==> config.mk <==
export PLATFORM = sky130hd
export DESIGN_NAME = spline_segment_gen
export DESIGN_NICKNAME = d
export VERILOG_FILES = /design/src/rtl/spline_seg_pkg.sv /design/src/rtl/spline_rec_unpack.sv /design/src/rtl/spline_acc_stage.sv /design/src/rtl/spline_lane_out.sv /design/src/rtl/spline_segment_gen.sv
export SDC_FILE = /design/constraint.sdc
export NUM_CORES = 1
export LEC_CHECK = 0
export BUFFER_PORTS_ARGS = -buffer_cell sky130_fd_sc_hd__buf_2
export CAP_MARGIN = 20
export CORE_ASPECT_RATIO = 2
export CORE_MARGIN = 10
export CORE_UTILIZATION = 50
export CTS_BUF_LIST = sky130_fd_sc_hd__clkbuf_16
export DETAILED_ROUTE_END_ITERATION = 12
export PLACE_DENSITY = 0.8
export SYNTH_ARGS = -nofsm -noshare
export SYNTH_HDL_FRONTEND = slang
export SYNTH_HIERARCHICAL = 1
export SYNTH_SLANG_ARGS = --single-unit
==> constraint.sdc <==
create_clock -name clk -period 8.2 [get_ports clk]
set_input_delay 0.41 -clock clk [delete_from_list [all_inputs] [get_ports clk]]
set_output_delay 0.41 -clock clk [all_outputs]
set_load 0.01 [all_outputs]
==> src/rtl/spline_seg_pkg.sv <==
package spline_seg_pkg;

    // Width of the coefficient field of a given order.
    function automatic int term_width(int sample_w, int frac_w, int k);
        return sample_w + k * frac_w;
    endfunction

    // Bit position where a field starts in the packed record.
    function automatic int term_lsb(int sample_w, int frac_w, int k);
        int pos;
        pos = 0;
        for (int i = 0; i < k; i++) begin
            pos += term_width(sample_w, frac_w, i);
        end
        return pos;
    endfunction

    // Accumulator width: the field plus the fraction bits of the next order.
    function automatic int acc_width(int sample_w, int frac_w, int k);
        return term_width(sample_w, frac_w, k) + frac_w;
    endfunction

endpackage

==> src/rtl/spline_rec_unpack.sv <==
module spline_rec_unpack
    import spline_seg_pkg::*;
#(
    parameter int SAMPLE_W = 16,
    parameter int FRAC_W   = 16,
    parameter int ORDERS   = 4,
    localparam int REC_W   = term_lsb(SAMPLE_W, FRAC_W, ORDERS),
    localparam int TSW     = (ORDERS > 1) ? $clog2(ORDERS) : 1,
    localparam int LOAD_W  = acc_width(SAMPLE_W, FRAC_W, ORDERS - 1)
) (
    input  logic [REC_W-1:0]  rec,
    input  logic [TSW-1:0]    terms_m1,
    output logic [LOAD_W-1:0] load_val [ORDERS]
);

    for (genvar k = 0; k < ORDERS; k++) begin : g_field
        localparam int LSB = term_lsb(SAMPLE_W, FRAC_W, k);
        localparam int W   = term_width(SAMPLE_W, FRAC_W, k);

        logic signed [W-1:0]      raw;
        logic signed [LOAD_W-1:0] wide;

        assign raw = rec[LSB +: W];

        always_comb begin
            wide = LOAD_W'(raw);
            if (32'(terms_m1) >= k) begin
                load_val[k] = wide <<< FRAC_W;
            end else begin
                load_val[k] = '0;
            end
        end
    end

endmodule

==> src/rtl/spline_acc_stage.sv <==
module spline_acc_stage #(
    parameter int ACC_W  = 32,
    parameter int FRAC_W = 16
) (
    input  logic             clk,
    input  logic             rst_n,
    input  logic             load,
    input  logic [ACC_W-1:0] load_val,
    input  logic [ACC_W-1:0] addend,
    output logic [ACC_W-1:0] acc
);

    typedef struct packed {
        logic [ACC_W-1:0] acc;
    } stage_t;

    stage_t st_d, st_q;

    always_comb begin
        st_d = st_q;
        if (load) begin
            st_d.acc = load_val;
        end else begin
            st_d.acc = st_q.acc + addend;
        end
    end

    always_ff @(posedge clk or negedge rst_n) begin
        if (!rst_n) begin
            st_q <= '0;
        end else begin
            st_q <= st_d;
        end
    end

    assign acc = st_q.acc;

    logic past_ok_q;
    always_ff @(posedge clk or negedge rst_n) begin
        if (!rst_n) begin
            past_ok_q <= 1'b0;
        end else begin
            past_ok_q <= 1'b1;
        end
    end

    // a write replaces the accumulator with the loaded term
    a_r4_load_replaces: assert property (@(posedge clk) disable iff (!rst_n)
        (past_ok_q && $past(load)) |-> (acc == $past(load_val)));

    // without a write the accumulator advances by its addend
    a_r3_advance: assert property (@(posedge clk) disable iff (!rst_n)
        (past_ok_q && !$past(load)) |-> (acc == ACC_W'($past(acc) + $past(addend))));

    initial begin
        if (FRAC_W >= ACC_W) $error("fraction width must be below accumulator width");
    end

endmodule

==> src/rtl/spline_lane_out.sv <==
module spline_lane_out #(
    parameter int SAMPLE_W = 16,
    parameter int LANES    = 2,
    localparam int BUS_W   = SAMPLE_W * LANES
) (
    input  logic                clk,
    input  logic                rst_n,
    input  logic [SAMPLE_W-1:0] sample,
    output logic [BUS_W-1:0]    bus
);

    typedef struct packed {
        logic [SAMPLE_W-1:0] sample;
    } lane_t;

    lane_t ln_d, ln_q;

    always_comb begin
        ln_d        = ln_q;
        ln_d.sample = sample;
    end

    always_ff @(posedge clk or negedge rst_n) begin
        if (!rst_n) begin
            ln_q <= '0;
        end else begin
            ln_q <= ln_d;
        end
    end

    logic past_ok_q;
    always_ff @(posedge clk or negedge rst_n) begin
        if (!rst_n) begin
            past_ok_q <= 1'b0;
        end else begin
            past_ok_q <= 1'b1;
        end
    end

    for (genvar l = 0; l < LANES; l++) begin : g_lane
        assign bus[l*SAMPLE_W +: SAMPLE_W] = ln_q.sample;

        // each lane presents the sample computed one cycle earlier
        a_r7_lane_follows: assert property (@(posedge clk) disable iff (!rst_n)
            past_ok_q |-> (bus[l*SAMPLE_W +: SAMPLE_W] == $past(sample)));
    end

endmodule

==> src/rtl/spline_segment_gen.sv <==
module spline_segment_gen
    import spline_seg_pkg::*;
#(
    parameter int SAMPLE_W = 16,
    parameter int FRAC_W   = 16,
    parameter int ORDERS   = 4,
    parameter int LANES    = 2,
    localparam int REC_W   = term_lsb(SAMPLE_W, FRAC_W, ORDERS),
    localparam int TSW     = (ORDERS > 1) ? $clog2(ORDERS) : 1,
    localparam int BUS_W   = SAMPLE_W * LANES
) (
    input  logic             clk,
    input  logic             rst_n,
    input  logic             wr_stb,
    input  logic [TSW-1:0]   wr_terms_m1,
    input  logic [REC_W-1:0] wr_data,
    output logic             busy,
    output logic [BUS_W-1:0] sample_bus
);

    localparam int LOAD_W = acc_width(SAMPLE_W, FRAC_W, ORDERS - 1);

    logic [LOAD_W-1:0]   load_val [ORDERS];
    logic [LOAD_W-1:0]   acc_all  [ORDERS];
    logic [SAMPLE_W-1:0] cur_sample;

    spline_rec_unpack #(
        .SAMPLE_W (SAMPLE_W),
        .FRAC_W   (FRAC_W),
        .ORDERS   (ORDERS)
    ) u_unpack (
        .rec      (wr_data),
        .terms_m1 (wr_terms_m1),
        .load_val (load_val)
    );

    for (genvar k = 0; k < ORDERS; k++) begin : g_ord
        localparam int AW = acc_width(SAMPLE_W, FRAC_W, k);

        logic [AW-1:0] acc;
        logic [AW-1:0] addend;

        if (k < ORDERS - 1) begin : g_chain
            assign addend = acc_all[k+1][FRAC_W +: AW];
        end else begin : g_top
            assign addend = '0;
        end

        spline_acc_stage #(
            .ACC_W  (AW),
            .FRAC_W (FRAC_W)
        ) u_stage (
            .clk      (clk),
            .rst_n    (rst_n),
            .load     (wr_stb),
            .load_val (load_val[k][AW-1:0]),
            .addend   (addend),
            .acc      (acc)
        );

        assign acc_all[k] = LOAD_W'($signed(acc));
    end

    assign cur_sample = acc_all[0][FRAC_W +: SAMPLE_W];

    spline_lane_out #(
        .SAMPLE_W (SAMPLE_W),
        .LANES    (LANES)
    ) u_lanes (
        .clk    (clk),
        .rst_n  (rst_n),
        .sample (cur_sample),
        .bus    (sample_bus)
    );

    // Every cycle accepts a write, so the flag never rises.
    assign busy = 1'b0;

    logic [1:0] age_q;
    always_ff @(posedge clk or negedge rst_n) begin
        if (!rst_n) begin
            age_q <= '0;
        end else if (age_q != 2'd3) begin
            age_q <= age_q + 2'd1;
        end
    end

    // two edges after a write, lane 0 shows the written level
    a_r4_first_sample: assert property (@(posedge clk) disable iff (!rst_n)
        (age_q >= 2'd2 && $past(wr_stb, 2) && !$past(wr_stb))
        |-> (sample_bus[SAMPLE_W-1:0] == $past(wr_data[SAMPLE_W-1:0], 2)));

    // a level-only segment keeps the bus unchanged
    a_r5_hold_constant: assert property (@(posedge clk) disable iff (!rst_n)
        (age_q >= 2'd2 && $past(wr_stb, 2) && ($past(wr_terms_m1, 2) == '0)
         && !$past(wr_stb) && !wr_stb)
        |=> $stable(sample_bus));

    // a write is never refused
    a_r8_never_busy: assert property (@(posedge clk) disable iff (!rst_n)
        wr_stb |-> !busy);

endmodule

# Yosys cells after proc, flatten, opt, wreduce, memory -nomap -nowiden
# Cells that the tools add are included.
# word_totals
input_bits,165
out_inout_bits,33
wordCells,17
regBits,240
# classes
mux,6
addsub,3
n_lt_le_gt_ge,3
# ops
operator,count
two-way mux 64 bit,2
two-way mux 48 bit,2
two-way mux 80 bit,1
adder 64 bit,1
adder 48 bit,1
adder 32 bit,1
two-way mux 32 bit,1
">= comparator 2 bit, second input constant",2
">= comparator 2 x 1 -> 1 bit, second input constant",1

# Logic depth before layout (Yosys ltp)
# logic_depth
word_depth,3
ltp_mapped,13
depth_no_buf,13

# Modules after synthesis
# The synthesis kept the hierarchy.
# modules_own_cells
module,area_each_um2,seq_area_each_um2,instances,cells_per_inst
spline_acc_stage (g_ord[3].u_stage),8130.3,2001.9,1,1030
spline_acc_stage (g_ord[2].u_stage),6064.6,1601.5,1,766
spline_acc_stage (g_ord[1].u_stage),4710.8,1201.2,1,595
spline_acc_stage (g_ord[0].u_stage),3225.6,800.8,1,379
spline_rec_unpack,2494.9,0.0,1,347
spline_lane_out,520.5,400.4,1,32
spline_segment_gen,11.3,0.0,1,2

# Worst setup path before layout
# Ideal clock, no wire load.
# synth_path
path_kind,reg2reg
from,reg g_ord[3].u_stage.st_q (netlist bit g_ord[3].u_stage/acc[16])
to,reg g_ord[2].u_stage.st_q (netlist bit g_ord[2].u_stage/acc[18])
slack_ps,5353
arrival_ps,2714
setup_ps,133
n_path_buf,0
period_less_slack_ps,2847
stages_incl_launch_ff,13
required_ps,8067
path_cell_list,dfrtp_1 > ha_1 > fa_1 > a211oi_1 > o211ai_2 > nand3_2 > a21oi_1 > a211oi_1 > o21ai_0 > a21o_1 > a21oi_1 > xor2_1 > o21ai_0
# synth_rtl
item,line_no,rtl
start: declaration,spline_acc_stage.sv:17,"stage_t st_d, st_q;"
start signal: assignment,spline_acc_stage.sv:32,st_q <= st_d;
end signal: assignment,spline_acc_stage.sv:32,
end: declaration,spline_acc_stage.sv:17,

==> summary.txt <==
Number of global-route vias before repair: 23,497
CP endpoint kind: flip-flop
Nets: 3,550
Max Used Layer: met4
Syn Area/Cell: 8.00 sq um
Hold_buf cts: 1
Pre-CTS WS: 4.81 ns
Area grow syn2layout: 5.96%
Setup WS post-layout: 4.80 ns
Root Buffer: clkbuf_16
Antenna violations before repair: 0
TritonCTS clock tree: done
WL met2: 41,200 um
YS warnings: 6
TritonCTS Buffers: 26
WL met1: 28,200 um
Worst-path clk slew: 0.06 ns
Cell breakdown of the critical path: ha_1 > fa_1 > a211oi_1 > o211ai_2 > nand3_2 > a21oi_1 > a211oi_1 > o21ai_0 > a21o_1 > a21oi_1 > xor2_1 > o21ai_0
Min-Delay Path Class: in2reg
Drt first pass iters: 8
Port Buf Inserts: 196
First-pass GRT wire length: 123,000 um
Final setup viols: 0
Row count: 114
CTS Sinks: 240
Startpoint types: flip-flop
Min Tclk post-route: 3.40 ns
DRC: 0
CP max stage cell: fa_1
Avg WL per Cell: 20.9 um
Worst slew pin tran: 1.18 ns
Grt total ovfl: 0
Max Clk Rate: 0.294 GHz
Total track usage: 26.2%
Routed wl met3: 3520 um
Status: completed
Kind of cell adding the most delay to the critical path: compound AO/OA/AOI/OAI gates
DIE HEIGHT: 333 um
Post-CTS Resized: 0
Vias/cell: 6.03
Post-Syn Instances: 3,055
Maxcap violations: 0
Largest net degree at the start of global routing: 233
Cell Area, Synth: 24,400 sq um
Worst-Skew Late Latency: 0.57 ns
Pleak: 11.8 nW
Power, Total: 12.0 mW
Crit path arrival time: 3.82 ns
Setup Fix Bufs, Post-CTS: 0
Hold Vio Cnt, Final: 0
WHS: 0.0671 ns
Final HPWL DP: 63,500 um
Initial Util: 50.5%
Max Buffers Root-to-Sink: 3
Die X: 176 um
Starting DRT DRC Count: 1,590
Slew margin rel.: 21.3%
N_diodes: 0
Post-route ant nets: 0
Worst setup path category: reg2reg
Share of post-route cells with drive strength above 1: 11.0%
Crit path buf inv count: 0
Clock Skews: 0.0249 ns
Final WL: 79,700 um
Die ar.: 58,700 sq um
Fin Setup TNS: 0 ns
VDD IR-drop max: 0.190 mV
Crit-path max FO: 4
# H-tree levels: 1
RSZ-0062 raised after global routing: no
Slowest stage delay, CP: 0.44 ns
RD Place Congestion: 1.00
IO Count: 198
Worst Path Required: 8.62 ns
Slew Limit Fails: 0
Filler cells: 4,674
CORE AREA: 48,400 sq um
Total number of vias: 23,008
Pwr per Cell Area: 462 nW/um^2
Final Cycle Share: 41.5%
-- path summary, 6_finish.rpt --
path                       cells after the start                          startpoint  slack [ns]                                  to
max                                           12  g_ord[3].u_stage/acc[16]$_DFF_PN0_        4.80  g_ord[2].u_stage/acc[18]$_DFF_PN0_
min                                            3                         wr_data[12]        0.07  g_ord[0].u_stage/acc[28]$_DFF_PN0_
max reg2reg                                   12  g_ord[3].u_stage/acc[16]$_DFF_PN0_        4.80  g_ord[2].u_stage/acc[18]$_DFF_PN0_
min reg2reg                                    0  g_ord[0].u_stage/acc[16]$_DFF_PN0_        0.40           u_lanes/ln_q[0]$_DFF_PN0_
max in group asynchronous                      3                               rst_n        6.39  g_ord[3].u_stage/acc[71]$_DFF_PN0_
min in group asynchronous                      2                               rst_n        0.42   g_ord[1].u_stage/acc[5]$_DFF_PN0_
-- cell type report --
type,count,area [sq um],share of cell area (%)
multi-input combinational,2610,16900,65.1
sequential,240,6010,23.2
timing repair buffer,202,1080,4.16
tap,638,798,3.08
clock buffer,27,676,2.61
inverter,81,304,1.17
clock inverter,20,176,0.681
-- per-layer routing --
| metal | up-vias | GRT usage, % |
|---|---|---|
| met3 | 305 | 2.78 |
| met4 | 0 | 20.0 |
| li1 | 11091 | - |
| met1 | 10805 | 25.9 |
| met5 | - | 0 |
| met2 | 807 | 48.6 |
-- cell usage in the layout (no fill, tap or decap), types with 31 or more instances in the layout --
cell and count:
o21ai_1 31, a21oi_1 285, buf_2 193, a21o_1 91
inv_1 85, and2_1 57, xor2_1 69, nand2_1 399
conb_1 146, xnor2_1 108, nor2_1 149, ha_1 220
nor3_1 49, o21ai_0 284, and3_1 79, nand4_1 70
o21bai_1 59, nand3_1 43, dfrtp_1 240, o21a_1 79
-- report_power, final --
group	internal (mW)	switching [mW]	total [mW]
Clock	0.688	0.524	1.21
Sequential	1.76	0.439	2.20
Combinational	3.24	5.30	8.55
-- registers in the layout (all words and copies together), names as in the netlist --
signal	cells
g_ord.u_stage/acc	224
u_lanes/ln_q	16
-- stage by stage --
step | area [sq um] | std cells | util (%)
floorplan | 25000 | 3199 | -
global placement | 25000 | 3770 | 51.8
finish | 25900 | 3818 | 53.6
CTS | 25900 | 3818 | 53.6
detailed placement | 25000 | 3770 | 51.8
global route | 25900 | 3818 | 53.6
-- worst min-delay path: stages --
cell     delay, ns
buf_2         0.08
nand2_1       0.04
o31ai_1       0.05
(Power assumes the default switching activity.)
